File: config.mk
export PLATFORM = sky130hd
export DESIGN_NAME = rxchain_dma
export DESIGN_NICKNAME = d
export VERILOG_FILES = /design/src/rtl/rxchain_pkg.sv /design/src/rtl/rxchain_regs.sv /design/src/rtl/rxchain_seq.sv /design/src/rtl/rxchain_dma.sv
export SDC_FILE = /design/constraint.sdc
export NUM_CORES = 1
export LEC_CHECK = 0
export ABC_CLOCK_PERIOD_IN_PS = 3500
export BUFFER_PORTS_ARGS = -buffer_cell sky130_fd_sc_hd__clkbuf_2
export CORE_ASPECT_RATIO = 1.2
export CORE_MARGIN = 3
export CORE_UTILIZATION = 37
export DETAILED_ROUTE_END_ITERATION = 10
export PLACE_DENSITY_LB_ADDON = 0.15
export SLEW_MARGIN = 10
export SYNTH_ARGS = -nofsm -noshare
export SYNTH_HDL_FRONTEND = slang
export SYNTH_SLANG_ARGS = --single-unit
File: constraint.sdc
create_clock -name clk -period 3.5 [get_ports clk]
set_input_delay 0.35 -clock clk [delete_from_list [all_inputs] [get_ports clk]]
set_output_delay 0.35 -clock clk [all_outputs]
set_load 0.005 [all_outputs]
File: src/rtl/rxchain_pkg.sv
package rxchain_pkg;
    typedef enum logic [1:0] {
        PH_IDLE  = 2'd0,
        PH_FETCH = 2'd1,
        PH_RUN   = 2'd2,
        PH_WBACK = 2'd3
    } phase_t;

    localparam logic [2:0] RA_CTRL = 3'd0;
    localparam logic [2:0] RA_PAGE = 3'd1;
    localparam logic [2:0] RA_CUR  = 3'd2;
    localparam logic [2:0] RA_STOP = 3'd3;
    localparam logic [2:0] RA_LEN  = 3'd4;

    localparam int unsigned FETCH_BYTES = 5;
    localparam int unsigned WB_BYTES    = 3;
    localparam logic [15:0] OFS_DL      = 16'd6;
    localparam logic [7:0]  ST_FRAME    = 8'h80;
    localparam logic [7:0]  ST_FULL     = 8'h40;
endpackage

File: src/rtl/rxchain_regs.sv
module rxchain_regs
    import rxchain_pkg::*;
(
    input  logic        clk,
    input  logic        rst_n,
    input  logic        reg_we,
    input  logic [2:0]  reg_addr,
    input  logic [15:0] reg_wdata,
    output logic [15:0] reg_rdata,
    input  logic        busy,
    input  logic [15:0] cur,
    input  logic        stop_end,
    input  logic        ovf_set,
    output logic        start,
    output logic        cur_ld,
    output logic [7:0]  page,
    output logic [15:0] stop_ptr,
    output logic [15:0] buf_len,
    output logic        multi
);
    typedef struct packed {
        logic [7:0]  page;
        logic [15:0] stop;
        logic [15:0] len;
        logic        multi;
        logic        endhit;
        logic        ovf;
    } regs_t;

    regs_t q, d;
    logic  w1c;

    always_comb begin
        d      = q;
        start  = 1'b0;
        cur_ld = 1'b0;
        w1c    = 1'b0;
        if (reg_we) begin
            unique case (reg_addr)
                RA_CTRL: begin
                    w1c = reg_wdata[3];
                    if (!busy) begin
                        d.multi = reg_wdata[1];
                        if (reg_wdata[0]) begin
                            start    = 1'b1;
                            d.endhit = 1'b0;
                        end
                    end
                end
                RA_PAGE: if (!busy) d.page = reg_wdata[7:0];
                RA_CUR:  cur_ld = !busy;
                RA_STOP: d.stop = reg_wdata;
                RA_LEN:  if (!busy) d.len = reg_wdata;
                default: ;
            endcase
        end
        if (w1c)      d.ovf    = 1'b0;
        if (ovf_set)  d.ovf    = 1'b1;
        if (stop_end) d.endhit = 1'b1;
    end

    always_ff @(posedge clk) begin
        if (!rst_n) q <= '0;
        else        q <= d;
    end

    always_comb begin
        unique case (reg_addr)
            RA_CTRL: reg_rdata = {12'd0, q.ovf, q.endhit, q.multi, busy};
            RA_PAGE: reg_rdata = {8'd0, q.page};
            RA_CUR:  reg_rdata = cur;
            RA_STOP: reg_rdata = q.stop;
            RA_LEN:  reg_rdata = q.len;
            default: reg_rdata = '0;
        endcase
    end

    assign page     = q.page;
    assign stop_ptr = q.stop;
    assign buf_len  = q.len;
    assign multi    = q.multi;

    AST_OVF_STICKY: assert property (@(posedge clk) disable iff (!rst_n)
        (q.ovf && !(reg_we && reg_addr == RA_CTRL && reg_wdata[3])) |=> q.ovf);
    AST_ENDHIT_SET: assert property (@(posedge clk) disable iff (!rst_n)
        stop_end |=> q.endhit);
endmodule

File: src/rtl/rxchain_seq.sv
module rxchain_seq
    import rxchain_pkg::*;
#(
    parameter int unsigned FETCH_CYC  = 18,
    parameter int unsigned SWITCH_CYC = 8
) (
    input  logic        clk,
    input  logic        rst_n,
    input  logic        start,
    input  logic        cur_ld,
    input  logic [15:0] cur_wdata,
    input  logic [7:0]  page,
    input  logic [15:0] stop_ptr,
    input  logic [15:0] buf_len,
    input  logic        multi,
    input  logic        rx_valid,
    input  logic [7:0]  rx_data,
    input  logic        rx_eof,
    output logic        mem_req,
    output logic        mem_we,
    output logic [23:0] mem_addr,
    output logic [7:0]  mem_wdata,
    input  logic [7:0]  mem_rdata,
    output logic        busy,
    output logic [15:0] cur,
    output logic        stop_end,
    output logic        ovf_set
);
    localparam int unsigned TMAX = (FETCH_CYC > SWITCH_CYC) ? FETCH_CYC : SWITCH_CYC;
    localparam int unsigned TW   = $clog2(TMAX + 1);
    localparam logic [TW-1:0] T_FETCH_END = TW'(FETCH_CYC - 1);
    localparam logic [TW-1:0] T_SW_END    = TW'(SWITCH_CYC - 1);

    typedef struct packed {
        phase_t        ph;
        logic [TW-1:0] tim;
        logic [15:0]   cur;
        logic [15:0]   nxt;
        logic [23:0]   bp;
        logic [15:0]   cnt;
        logic          fend;
        logic [7:0]    st;
    } seq_t;

    seq_t        q, d;
    logic [15:0] cnt_inc;

    initial begin
        if (FETCH_CYC < FETCH_BYTES) $error("FETCH_CYC too small");
        if (SWITCH_CYC < WB_BYTES)   $error("SWITCH_CYC too small");
    end

    always_comb begin
        d         = q;
        mem_req   = 1'b0;
        mem_we    = 1'b0;
        mem_addr  = '0;
        mem_wdata = '0;
        stop_end  = 1'b0;
        ovf_set   = rx_valid && (q.ph != PH_RUN);
        cnt_inc   = q.cnt + 16'd1;
        unique case (q.ph)
            PH_IDLE: begin
                if (cur_ld) d.cur = cur_wdata;
                if (start) begin
                    if (q.cur == stop_ptr) begin
                        stop_end = 1'b1;
                    end else begin
                        d.ph  = PH_FETCH;
                        d.tim = '0;
                    end
                end
            end
            PH_FETCH: begin
                if (q.tim < TW'(FETCH_BYTES)) begin
                    mem_req  = 1'b1;
                    mem_addr = {page, q.cur + 16'(q.tim)};
                    unique case (q.tim[2:0])
                        3'd0:    d.nxt[7:0]   = mem_rdata;
                        3'd1:    d.nxt[15:8]  = mem_rdata;
                        3'd2:    d.bp[7:0]    = mem_rdata;
                        3'd3:    d.bp[15:8]   = mem_rdata;
                        default: d.bp[23:16]  = mem_rdata;
                    endcase
                end
                d.tim = q.tim + 1'b1;
                if (q.tim == T_FETCH_END) begin
                    d.ph  = PH_RUN;
                    d.cnt = '0;
                end
            end
            PH_RUN: begin
                if (rx_valid) begin
                    mem_req   = 1'b1;
                    mem_we    = 1'b1;
                    mem_addr  = q.bp + {8'd0, q.cnt};
                    mem_wdata = rx_data;
                    d.cnt     = cnt_inc;
                    if (cnt_inc == buf_len || rx_eof) begin
                        d.ph   = PH_WBACK;
                        d.tim  = '0;
                        d.fend = rx_eof;
                        d.st   = rx_eof ? ST_FRAME : ST_FULL;
                    end
                end
            end
            PH_WBACK: begin
                if (q.tim < TW'(WB_BYTES)) begin
                    mem_req  = 1'b1;
                    mem_we   = 1'b1;
                    mem_addr = {page, q.cur + OFS_DL + 16'(q.tim)};
                    unique case (q.tim[1:0])
                        2'd0:    mem_wdata = q.cnt[7:0];
                        2'd1:    mem_wdata = q.cnt[15:8];
                        default: mem_wdata = q.st;
                    endcase
                end
                d.tim = q.tim + 1'b1;
                if (q.tim == T_SW_END) begin
                    d.cur = q.nxt;
                    if (q.fend && !multi) begin
                        d.ph = PH_IDLE;
                    end else if (q.nxt == stop_ptr) begin
                        d.ph     = PH_IDLE;
                        stop_end = 1'b1;
                    end else begin
                        d.ph  = PH_FETCH;
                        d.tim = '0;
                    end
                end
            end
            default: d.ph = PH_IDLE;
        endcase
    end

    always_ff @(posedge clk) begin
        if (!rst_n) q <= '0;
        else        q <= d;
    end

    assign busy = (q.ph != PH_IDLE);
    assign cur  = q.cur;

    AST_IDLE_QUIET: assert property (@(posedge clk) disable iff (!rst_n)
        (q.ph == PH_IDLE) |-> !mem_req);
    AST_FETCH_READS: assert property (@(posedge clk) disable iff (!rst_n)
        (q.ph == PH_FETCH && mem_req) |-> (!mem_we && mem_addr[23:16] == page));
    AST_CLOSE_CAUSE: assert property (@(posedge clk) disable iff (!rst_n)
        (q.ph == PH_RUN && d.ph == PH_WBACK) |-> (d.cnt == buf_len || rx_eof));
    AST_STOP_HALTS: assert property (@(posedge clk) disable iff (!rst_n)
        stop_end |=> !busy);
    AST_NO_OVERFLOW_WRITE: assert property (@(posedge clk) disable iff (!rst_n)
        (ovf_set && mem_we) |-> (q.ph == PH_WBACK));
endmodule

File: src/rtl/rxchain_dma.sv
module rxchain_dma
    import rxchain_pkg::*;
#(
    parameter int unsigned FETCH_CYC  = 18,
    parameter int unsigned SWITCH_CYC = 8
) (
    input  logic        clk,
    input  logic        rst_n,
    input  logic        reg_we,
    input  logic [2:0]  reg_addr,
    input  logic [15:0] reg_wdata,
    output logic [15:0] reg_rdata,
    input  logic        rx_valid,
    input  logic [7:0]  rx_data,
    input  logic        rx_eof,
    output logic        mem_req,
    output logic        mem_we,
    output logic [23:0] mem_addr,
    output logic [7:0]  mem_wdata,
    input  logic [7:0]  mem_rdata
);
    logic        busy, start, cur_ld, stop_end, ovf_set, multi;
    logic [15:0] cur, stop_ptr, buf_len;
    logic [7:0]  page;

    rxchain_regs u_regs (
        .clk(clk), .rst_n(rst_n),
        .reg_we(reg_we), .reg_addr(reg_addr), .reg_wdata(reg_wdata), .reg_rdata(reg_rdata),
        .busy(busy), .cur(cur), .stop_end(stop_end), .ovf_set(ovf_set),
        .start(start), .cur_ld(cur_ld), .page(page), .stop_ptr(stop_ptr),
        .buf_len(buf_len), .multi(multi)
    );

    rxchain_seq #(.FETCH_CYC(FETCH_CYC), .SWITCH_CYC(SWITCH_CYC)) u_seq (
        .clk(clk), .rst_n(rst_n),
        .start(start), .cur_ld(cur_ld), .cur_wdata(reg_wdata),
        .page(page), .stop_ptr(stop_ptr), .buf_len(buf_len), .multi(multi),
        .rx_valid(rx_valid), .rx_data(rx_data), .rx_eof(rx_eof),
        .mem_req(mem_req), .mem_we(mem_we), .mem_addr(mem_addr),
        .mem_wdata(mem_wdata), .mem_rdata(mem_rdata),
        .busy(busy), .cur(cur), .stop_end(stop_end), .ovf_set(ovf_set)
    );
endmodule

### Word-level counts from Yosys, hierarchy flattened

Index checks and enable logic that the tools add are counted.

| word-level totals | value |
|---|---|
| flip-flop bits (word level) | 131 |
| output and inout port bits | 50 |
| logic and storage cells | 137 |

| cells by class | value |
|---|---|
| bitwise operators | 2 |
| equal/unequal tests | 25 |
| $add $sub $neg | 6 |
| multiplexer cells | 53 |
| reduce and logical (&&, ||, !) cells | 32 |
| magnitude comparators | 2 |

Operators by type and width:

| kind | count |
|---|---|
| case mux 16 bit (5 select lines) | 1 |
| two-way mux 24 bit | 3 |
| case mux 24 bit (3 select lines) | 1 |
| case mux 16 bit (2 select lines) | 2 |
| equality test 16 bit | 3 |
| AND reduction 3 bit | 11 |
| adder 16 x 5 -> 16 bit | 2 |
| two-way mux 16 bit | 2 |
| case mux 8 bit (2 select lines) | 2 |
| two-way mux 7 bit | 4 |
| case mux 7 bit (4 select lines) | 1 |
| two-way mux 25 bit | 1 |
| adder 24 x 16 -> 24 bit | 1 |
| two-way mux 1 bit | 24 |
| two-way mux 8 bit | 3 |
| two-way mux 23 bit | 1 |
| adder 16 x 1 -> 16 bit, second input constant | 1 |
| adder 16 x 3 -> 16 bit, second input constant | 1 |
| nonzero test 2 bit | 7 |
| equality test 3 x 2 -> 1 bit, second input constant | 4 |
| inequality test 2 bit, second input constant | 6 |
| two-way mux 5 bit | 2 |
| two-way mux 9 bit | 1 |
| AND reduction 4 bit | 2 |
| 22 further kinds | 34 |

### Depth between registers and ports, before layout

Gate-level depths: netlist (run 1).

| depth | value |
|---|---|
| depth after elaboration | 8 |
| mapped depth | 13 |
| mapped depth without buffers | 13 |

### Hierarchy

Synthesis (run 1) repeated with hierarchy kept, for this count alone.

| second synthesis, totals | value |
|---|---|
| cell total of the unflattened synthesis | 1,205 |
| area total of the unflattened synthesis | 9,417.8 um^2 |

Modules (own cells, without submodules):

| module | area each (um^2) | cells each | instances |
|---|---|---|---|
| rxchain_seq | 6,954.2 | 919 | 1 |
| rxchain_regs | 2,463.6 | 286 | 1 |

### Worst setup path after synthesis (run 1)

No wires, ideal clock.

| timing path | value |
|---|---|
| kind | register -> output |
| start point | register u_seq.q[82] (netlist bit) |
| end point | output mem_addr[11] |
| buffers on the path | 0 |
| data arrival time | 2.685 ns |
| slack | 0.465 ns |
| stages on the path, launching flop included | 14 |
| path through | dfxtp_1 inv_1 ha_1 inv_1 ha_1 inv_1 fa_1 nor2b_1 o21ai_0 a21boi_0 o21a_1 a22o_1 a31oi_1 o32ai_1 |

| between the ends | value |
|---|---|
| cells in the longest elaborated chain, start to end | 3 |

RTL lines:

| element | line | source |
|---|---|---|
| start, declared | rxchain_seq.sv:45 | `seq_t q, d;` |
| start signal, assigned | rxchain_seq.sv:137 | `if (!rst_n) q <= '0;` |
| start signal, assigned | rxchain_seq.sv:138 | `else q <= d;` |
| adder 16 x 5 -> 16 bit, or another cell as far along | rxchain_seq.sv:111 | `mem_addr = {page, q.cur + OFS_DL + 16'(q.tim)};` |
| two-way mux 24 bit, on equally long branches | rxchain_seq.sv:108, rxchain_seq.sv:75 |  |
| case mux 24 bit (3 select lines) (*) | rxchain_seq.sv:62 | `unique case (q.ph)` |
| end, declared | rxchain_dma.sv:18 | `output logic [23:0] mem_addr,` |

Every way passes the cells marked *; elsewhere a longest branch is shown, timed or not.

### Worst setup path after layout (run 1)

| timing path | value |
|---|---|
| start point | register u_seq.q, in the netlist u_seq.cur[3] |
| end point | output mem_addr[8] |

| between the ends | value |
|---|---|
| cells in the longest elaborated chain, start to end | 4 |

RTL lines:

| element | line | source |
|---|---|---|
| adder 16 x 3 -> 16 bit | rxchain_seq.sv:111 |  |
| adder 16 x 5 -> 16 bit | rxchain_seq.sv:111 |  |
| two-way mux 24 bit | rxchain_seq.sv:108 | `if (q.tim < TW'(WB_BYTES)) begin` |
| case mux 24 bit (3 select lines) (*) | rxchain_seq.sv:62 |  |

Marked as above.

==> flow_summary.ini, run 1 <==
[setup_path]
required_ns = 3.15
crit_arrival_ns = 2.99
startpoint_type = register
path_max_fanout = 7
slowest_stage = fa_1
crit_chain = ha_1, fa_1, inv_1, o21ai_0, a21oi_1, buf_4, o32ai_4, buf_4, a32oi_1, a21oi_1, clkbuf_2
slowest_delay_ns = 0.56
cp-end-kind = primary output
critPathKind = register to primary output

[synth]
netlist_area_sq_um = 8922
synth_top_area_cell = dfxtp_1
synth_seq_area_share_pct = 27.82
synth_edf_count = 0
postSynth.asyncResetShare_pct = 0
synth_area_leaders = dfxtp_1, nand2_1, xnor2_1
synth_common_cells = nand2_1, dfxtp_1, nand3_1
avgSynthCellArea_sq_um = 7.672
syn_inst = 1163
yosysUniqueCellTypes = 67
yosysMostFrequentCell = nand2_1
synth_top_cell_area_share_pct = 27.82
ys_ff_latch = 124
ys.flop_type = dfxtp_1
ys_warn_count = 0
synth_nets = 1246

[placement]
io_buffers = 89
place.gp.congestion = 0.9041
place_hpwl_um = 24910

[route]
firstDrtPassIters = 7
viasPerCell = 5.640
wl_met2_um = 15560
antenna_left = 0
routedLengthMet1_um = 14110
highest_layer = met4
dr_wl_met3_um = 1336
drt_iter0_drc = 580
wl_per_cell_um = 20.83
num_vias = 8809
drt-total-wl_um = 32530
drc = 0

[timing]
hold_viol_final = 0
finalSetupViolations = 0
fin_skew_ns = 0.009964
clock.fmax_mhz = 299.1
tns_ns = 0
finalCritPeriodShare_pct = 95.53
slew_viol_final = 0
final.min_clock_period_ns = 3.344
relSlewSlack_pct = 47.49
worstMarginPinSlew_ns = 0.7877

[min_path]
hp-class = input pin to register

[die]
die-area_sq_um = 26020
core_sq_um = 23430
num_rows = 61
initial_core_util_pct = 38.08
die_y_um = 176.1
fp.dieW_um = 147.8
io-pin-count = 90

[clocking]
cts_tree = built
root_buffer = clkbuf_16
cts.path.max_buffers = 2
clock-sinks = 124
clock_latency_ns = 0.42
clk_pin_slew_ns = 0.07
cts_buffers = 17
h-tree-depth = 4

[power]
power_leakage_nw = 4.172
max-vdd-ir-drop_mv = 0.3097
p_per_area_nw_per_um2 = 397.7
total_power_mw = 4.179

[job]
maxCapViolCount = 0

[outcome]
outcome = finished clean

[grt]
antenna_found_initial = 0
grt_pass1_vias = 8386
grt_first_pass_wirelength_um = 49530
grt_overflow = 0
grt_max_degree = 50
grt.total_usage_pct = 24.76

[final_layout]
syn_to_final_growth_pct = 17.80
layout.nets = 1317
drive_gt1_share_pct = 16.60
diodes = 0
fillers = 2368
stage by stage:
step                std cells  hold WS, ns  worst slack (ns)  util, %  instance area, sq um
global route             1562       0.2136         -0.004188    44.86                 10510
detailed placement       1527       0.4622            0.2441    41.64                  9757
CTS                      1560       0.1914         0.0001139    44.36                 10390
finish                   1562       0.1937            0.1564    44.86                 10510
global placement         1527       0.4564            0.3349    41.64                  9757
floorplan                1163       0.4472            0.4654        -                  8922
layout make-up:
cell class / count / area [sq um] / area share, %
Timing Repair Buffer: 133 / 782.0 / 7.440
Inverter: 34 / 130.1 / 1.238
Multi-Input combinational cell: 924 / 6115 / 58.18
Clock buffer: 19 / 442.9 / 4.214
Tap cell: 315 / 394.1 / 3.750
Sequential cell: 124 / 2490 / 23.69
Clock inverter: 13 / 156.4 / 1.488
power breakdown:
| part | total, mW | internal, mW | switching [mW] |
|---|---|---|---|
| Clock | 1.83 | 1.09 | 0.747 |
| Combinational | 0.812 | 0.284 | 0.529 |
| Sequential | 1.53 | 1.46 | 0.0729 |
| Total | 4.18 | 2.83 | 1.35 |
worst max-delay path: cells and delay by family, from the launching register on:
kind                     cells  cell delay, ns
adder cells (fa/ha/maj)      2            0.83
AO/OA/AOI/OAI                5            0.81
buffers and inverters        4            0.57
flip-flops                   1            0.37
routing by layer:
metal / up-vias / global-route usage [%]
met4: 0 / 11.50
met2: 262 / 41.92
li1: 4282 / -
met5: - / 0
met1: 4205 / 31.25
met3: 60 / 3.312
flip-flops by register name, summed over array words and instances, names as in the netlist:
name             cells
u_regs.multi         1
u_regs.buf_len      16
u_seq.cur           16
u_seq.q             65
u_regs.page          8
u_regs.stop_ptr     16
u_regs.q             2
logic make-up after synthesis:
kind of cell               share of synthesized area (%)
muxes                                              4.768
adders and majority gates                          6.367
buffers and inverters                              5.062
DFF                                                27.82
xor gates and xnor gates                           7.264
AOI/OAI and AO/OA                                  23.24
and+or+nand+nor                                    25.48
layout by cell type (no fill, tap or decap), types with 4 or more instances in the layout:
cell type    n
ha_1        36
a21oi_1     46
a32oi_1      4
o22ai_1     11
a21boi_0    68
o21a_1       4
a31oi_1     16
nand4_1     22
dfxtp_1    118
inv_1       32
nand2b_1    26
a21o_1       8
mux2_2       4
nand2_1    185
nand3_1     85
buf_4       44
clkbuf_16   17
and3_1      17
mux2i_1     38
a22oi_1     13
o211a_1     19
o211ai_1    11
a21oi_2      4
nor2_1      34
clkbuf_2    87
or3_1        4
nor2b_1     37
xor2_1      14
dfxtp_2      6
xnor2_1     60
and2_1       8
inv_6        5
nor3_1      17
o21ai_0     59
nor4_1       4
o31ai_1      5
final timing paths:
| check | slack, ns | endpoint | cells past startpoint | start |
|---|---|---|---|---|
| worst max register to register | 0.63 | u_seq.q[81]$_SDFFE_PN0P_ | 9 | u_seq.q[10]$_SDFFE_PN0P_ |
| worst max-delay path | 0.16 | mem_addr[8] | 11 | u_seq.cur[3]$_SDFFE_PN0P_ |
| worst min-delay path | 0.19 | u_regs.buf_len[13]$_SDFFE_PN0P_ | 3 | reg_wdata[13] |
| worst min register to register | 0.47 | u_seq.q[34]$_SDFFE_PN0P_ | 2 | u_seq.q[34]$_SDFFE_PN0P_ |
what timing repair did:
action                     CTS  global route
setup endpoints to repair    9            18
hold buffers                 0             0
pin swaps                    1             8
hold endpoints to repair     0             0
cloned                       0             0
gates resized for setup      6            30
setup buffers                1             2
No activity file was read; power rests on OpenSTA's default activity.
==> run 2, diff against run 1 <==
Settings changed: CORE_ASPECT_RATIO 1.2 to 0.6.
==> run 2 against run 1 <==
Effect of this change: clock skew fell by 0.0020 ns; non-clock buffer count grew 7; clock-buffer cell count increased by 2; clock power increased by 10%; die area is 0.21% higher; combinational power up 6.4%; core utilization is 0.76 points higher; sequential cell count unchanged; hold slack improved by 0.00067 ns; fmax is 1.8% lower; sequential share of layout area is 0.37 points lower; critical endpoint is now mem_addr[15]; highest routed layer unchanged.
==> flow_summary.ini, run 2 (synthesized netlist as in run 1, its figures left out) <==
[route]
antenna_left = 0
num_vias = 9071
firstDrtPassIters = 5
wl_per_cell_um = 21.91
drt_iter0_drc = 940
viasPerCell = 5.781
drt-total-wl_um = 34370
drc = 0

[power]
max-vdd-ir-drop_mv = 0.3037
switching_share_pct = 30.67
p_per_area_nw_per_um2 = 413.9
seqPwrFrac_pct = 34.8
clkPwrFrac_pct = 45.6
switchingPower_mw = 1.355
p_int_mw = 3.064
power_leakage_nw = 4.255
pwr-share-comb_pct = 19.6

[timing]
finalCritPeriodShare_pct = 97.29
hold_viol_final = 0
rsz0062_at_grt = yes
relSlewSlack_pct = 47.29
worstMarginPinSlew_ns = 0.7834
finalSetupViolations = 0
fin_skew_ns = 0.007950
slew_viol_final = 0
clock.fmax_mhz = 293.7
final.min_clock_period_ns = 3.405

[clocking]
cts.path.max_buffers = 2
cts_tree = built
clock-sinks = 124
clk_pin_slew_ns = 0.06
h-tree-depth = 4
clock_latency_ns = 0.44
root_buffer = clkbuf_16
cts_buffers = 17
ctsHoldBuffers = 0

[final_layout]
top_register = u_seq.q
post-route-util_pct = 45.61
layout.nets = 1324
multi_input_area_sq_um = 6173
diodes = 0
drive_gt1_share_pct = 17.46
layout_commonest_cell = nand2_1
syn_to_final_growth_pct = 19.65
fillers = 2373
finish.instance_area_sq_um = 10680
regArea_sq_um = 2490
largest_reg_flops = 65
mostFrequentLayoutCells = nand2_1, dfxtp_1, clkbuf_2

[die]
core_sq_um = 23400
initial_core_util_pct = 38.12
fp.dieW_um = 206.5
num_rows = 43
die_y_um = 126.3
die-area_sq_um = 26070
io-pin-count = 90

[setup_path]
r2r_slack_ns = 0.51
crit_chain = ha_2, nand3_1, o22ai_4, o211ai_1, buf_4, a31oi_1, nor3_1, or4_1, a31oi_1, clkbuf_2
cp-end-kind = primary output
crit_buf_inv = 2
path_max_fanout = 5
required_ns = 3.15
r2r-start = u_seq.q[9]$_SDFFE_PN0P_
critical_path.startpoint = u_seq.q[13]$_SDFFE_PN0P_
crit_arrival_ns = 3.06
slowest_stage = or4_1
startpoint_type = register
slowest_delay_ns = 0.42
cp_top_family = compound AO/OA/AOI/OAI gates
critPathKind = register to primary output
path_common_cell = a31oi_1

[grt]
grt_max_degree = 50
antenna_found_initial = 0
grt_overflow = 0
grt.total_usage_pct = 26.08
grt_pass1_vias = 8183
grt_first_pass_wirelength_um = 51110

[min_path]
hp-start = reg_wdata[12]
hp-class = input pin to register

[placement]
place.gp.congestion = 0.8878
io_buffers = 89
place_hpwl_um = 26270
place_area_sq_um = 9794

[job]
maxCapViolCount = 0

[outcome]
outcome = finished clean
## run 2: worst register-to-register path, stage by stage (launching register included)
cell	delay (ns)
dfxtp_1	0.34
buf_4	0.19
ha_1	0.30
nand4_2	0.25
nor4_2	0.50
xnor2_1	0.12
nor4_1	0.33
a41o_2	0.32
and2_1	0.29
mux2i_1	0.26
## run 2: area by class of cell
type / count / share of cell area (%)
Sequential cell: 124 / 23.32
Inverter: 34 / 1.242
Clock inverter: 11 / 1.782
Timing Repair Buffer: 140 / 7.818
Multi-Input combinational cell: 924 / 57.83
Tap cell: 315 / 3.692
Clock buffer: 21 / 4.313
## run 2: final timing paths
check | end | depth (start not counted)
setup / recovery | mem_addr[15] | 10
setup reg to reg | u_seq.q[82]$_SDFFE_PN0P_ | 9
hold / removal | u_regs.stop_ptr[12]$_SDFFE_PN0P_ | 3
hold reg to reg | u_seq.q[31]$_SDFFE_PN0P_ | 2
## run 2: what timing repair did
action                                  4_1_cts  5_1_grt
pin swaps                                     2       17
endpoints found under the setup margin       10       18
resized for setup                             8       43
buffers inserted                              0        5
## run 2: power groups by stage
| stage | clock, mW | combinational (mW) | sequential (mW) |
|---|---|---|---|
| after floorplan | 0 | 0.538 | 1.53 |
| after global placement | 0 | 0.823 | 1.57 |
| after detailed placement | 0 | 0.818 | 1.57 |
| after CTS | 2.03 | 0.830 | 1.53 |
| after global routing | 2.08 | 0.926 | 1.54 |
| final | 2.02 | 0.864 | 1.54 |
## run 2: per-stage QoR
stage | TNS [ns] | hold slack (ns) | instances | total power [mW] | worst slack, ns
after floorplan | 0 | 0.4472 | 1163 | 2.066 | 0.4654
after global placement | 0 | 0.4594 | 1532 | 2.388 | 0.2621
after detailed placement | 0 | 0.4673 | 1532 | 2.384 | 0.2248
after CTS | -0.04724 | 0.1853 | 1564 | 4.390 | -0.02308
after global routing | -0.2034 | 0.1989 | 1569 | 4.550 | -0.06328
final | 0 | 0.1943 | 1569 | 4.419 | 0.09491
## run 2: layer usage
layer / part of all wire, % / GRT usage, %
met1: 49 / 41.67
met4: 1.2 / 4.984
met5: 0 / 0
met2: 37 / 32.05
met3: 13 / 9.894
==> run 3, diff against run 2 <==
Settings changed: RECOVER_POWER from default to 50.
==> run 3 against run 2 <==
Effect of this change: clock power hardly changed; clock skew is 0.0012 ns lower; sequential cell count stayed put; combinational power hardly changed; final cell count stayed put; largest cell class unchanged; total power hardly changed; sequential power hardly changed; sequential share of layout area hardly changed; via count is 0.14% higher; global-route usage stayed put; critical path depth is 2 higher.
==> flow_summary.ini, run 3 (synthesized netlist as in run 1, its figures left out) <==
[grt]
grt_pass1_vias = 8183
grt.total_usage_pct = 26.08
grt_max_degree = 50
grt_overflow = 0
antenna_found_initial = 0
grt_first_pass_wirelength_um = 51110

[placement]
place_hpwl_um = 26270
dp_cells = 1532
place.gp.congestion = 0.8878
io_buffers = 89
place_area_sq_um = 9794

[setup_path]
cp-end-kind = primary output
r2r-start = u_seq.q[9]$_SDFFE_PN0P_
startpoint_type = register
crit_arrival_ns = 3.03
r2r_slack_ns = 0.47
path_max_fanout = 8
worstRegToRegCells = 9
critPathKind = register to primary output
rr_endpoint = u_seq.q[82]$_SDFFE_PN0P_
required_ns = 3.15

[final_layout]
finish.instance_area_sq_um = 10660
post-route-util_pct = 45.55
largest_reg_flops = 65
mostFrequentLayoutCells = nand2_1, dfxtp_1, nand3_1
layout_commonest_cell = nand2_1
syn_to_final_growth_pct = 19.49
drive_gt1_share_pct = 17.07
top_register = u_seq.q
final_cells = 1569
regArea_sq_um = 2490
layout.nets = 1324
diodes = 0
fillers = 2379
multi_input_area_sq_um = 6173

[min_path]
holdPathEnd = u_regs.stop_ptr[12]$_SDFFE_PN0P_
hp-start = reg_wdata[12]
worstHoldPathCells = 3
hp-class = input pin to register

[power]
pwr-share-comb_pct = 19.5
switching_share_pct = 30.66
max-vdd-ir-drop_mv = 0.3017
clkPwrFrac_pct = 45.6
p_int_mw = 3.063
seqPwrFrac_pct = 34.8
p_per_area_nw_per_um2 = 414.3
power_leakage_nw = 4.236
switchingPower_mw = 1.354

[job]
maxCapViolCount = 0

[clocking]
cts_tree = built
cts_buffers = 17
clock_latency_ns = 0.43
cts.path.max_buffers = 2
root_buffer = clkbuf_16
h-tree-depth = 4
clk_pin_slew_ns = 0.06
ctsHoldBuffers = 0
clock-sinks = 124

[die]
io-pin-count = 90
die_y_um = 126.3
initial_core_util_pct = 38.12
die-area_sq_um = 26070
fp.dieW_um = 206.5
core_sq_um = 23400
num_rows = 43

[timing]
rsz0062_at_grt = yes
whs_ns = 0.1946
worstMarginPinSlew_ns = 1.078
final.min_clock_period_ns = 3.378
slew_viol_final = 0
finalSetupViolations = 0
fin_skew_ns = 0.006764
finalCritPeriodShare_pct = 96.51
clock.fmax_mhz = 296.1
hold_viol_final = 0
relSlewSlack_pct = 28.13

[route]
firstDrtPassIters = 5
antenna_left = 0
drc = 0
num_vias = 9084
wl_per_cell_um = 21.86
viasPerCell = 5.790
drt-total-wl_um = 34300
drt_iter0_drc = 950

[outcome]
outcome = finished clean
-- run 3: worst max-delay path by stage --
stage / end / from / slack (ns) / cells past startpoint
2_1_floorplan: mem_addr[11] / u_seq.q[82]$_SDFFE_PN0P_ / 0.47 / 13
3_3_place_gp: mem_addr[11] / u_seq.q[82]$_SDFFE_PN0P_ / 0.26 / 14
3_5_place_dp: mem_addr[11] / u_seq.q[82]$_SDFFE_PN0P_ / 0.22 / 14
4_1_cts: mem_addr[11] / u_seq.q[82]$_SDFFE_PN0P_ / -0.02 / 15
5_1_grt: mem_addr[11] / u_seq.q[82]$_SDFFE_PN0P_ / -0.06 / 14
6_report: mem_addr[8] / u_seq.q[81]$_SDFFE_PN0P_ / 0.12 / 12
-- run 3: critical path: stages, from the launching register on --
cell and delay [ns]:
dfxtp_2 0.40, ha_2 0.25, inv_1 0.06, fa_1 0.40, nor2b_1 0.13, o21ai_0 0.11, a21oi_1 0.24, o21ai_1 0.16
buf_4 0.20, a21o_1 0.17, o21ai_0 0.22, a21oi_2 0.13, clkbuf_2 0.13
-- run 3: metal layers --
layer	share of wire, %	vias up	wire length (um)	global-route usage (%)
li1	-	4289	-	-
met1	50	4315	17000	41.67
met2	37	452	12600	32.05
met3	12	28	4256	9.894
met4	1.3	0	446	4.984
met5	0	-	0	0
-- run 3: what timing repair did --
action	in CTS	in global routing
setup endpoints to repair	10	18
pin swaps	2	17
gates cloned	0	0
setup buffers	0	5
resized for setup	8	43
-- run 3: final cells by class --
type / instances / area share [%]
clock buffers: 21 / 4.319
clock inverters: 11 / 1.784
inverters: 34 / 1.244
multi-input cells: 924 / 57.90
flip-flops and latches: 124 / 23.35
well taps: 315 / 3.697
repair buffers: 140 / 7.699
-- run 3: power by group through the flow --
stage	sequential, mW	clock [mW]	combinational [mW]
after CTS	1.53	2.03	0.830
final	1.54	2.02	0.863
after floorplan	1.53	0	0.538
after global placement	1.57	0	0.823
after detailed placement	1.57	0	0.818
after global routing	1.54	2.08	0.926
-- run 3: per-stage QoR --
stage | power (mW) | setup WS, ns | setup TNS, ns
floorplan | 2.066 | 0.4654 | 0
global placement | 2.388 | 0.2621 | 0
detailed placement | 2.384 | 0.2248 | 0
CTS | 4.390 | -0.02308 | -0.04724
global route | 4.549 | -0.06328 | -0.2034
finish | 4.417 | 0.1222 | 0
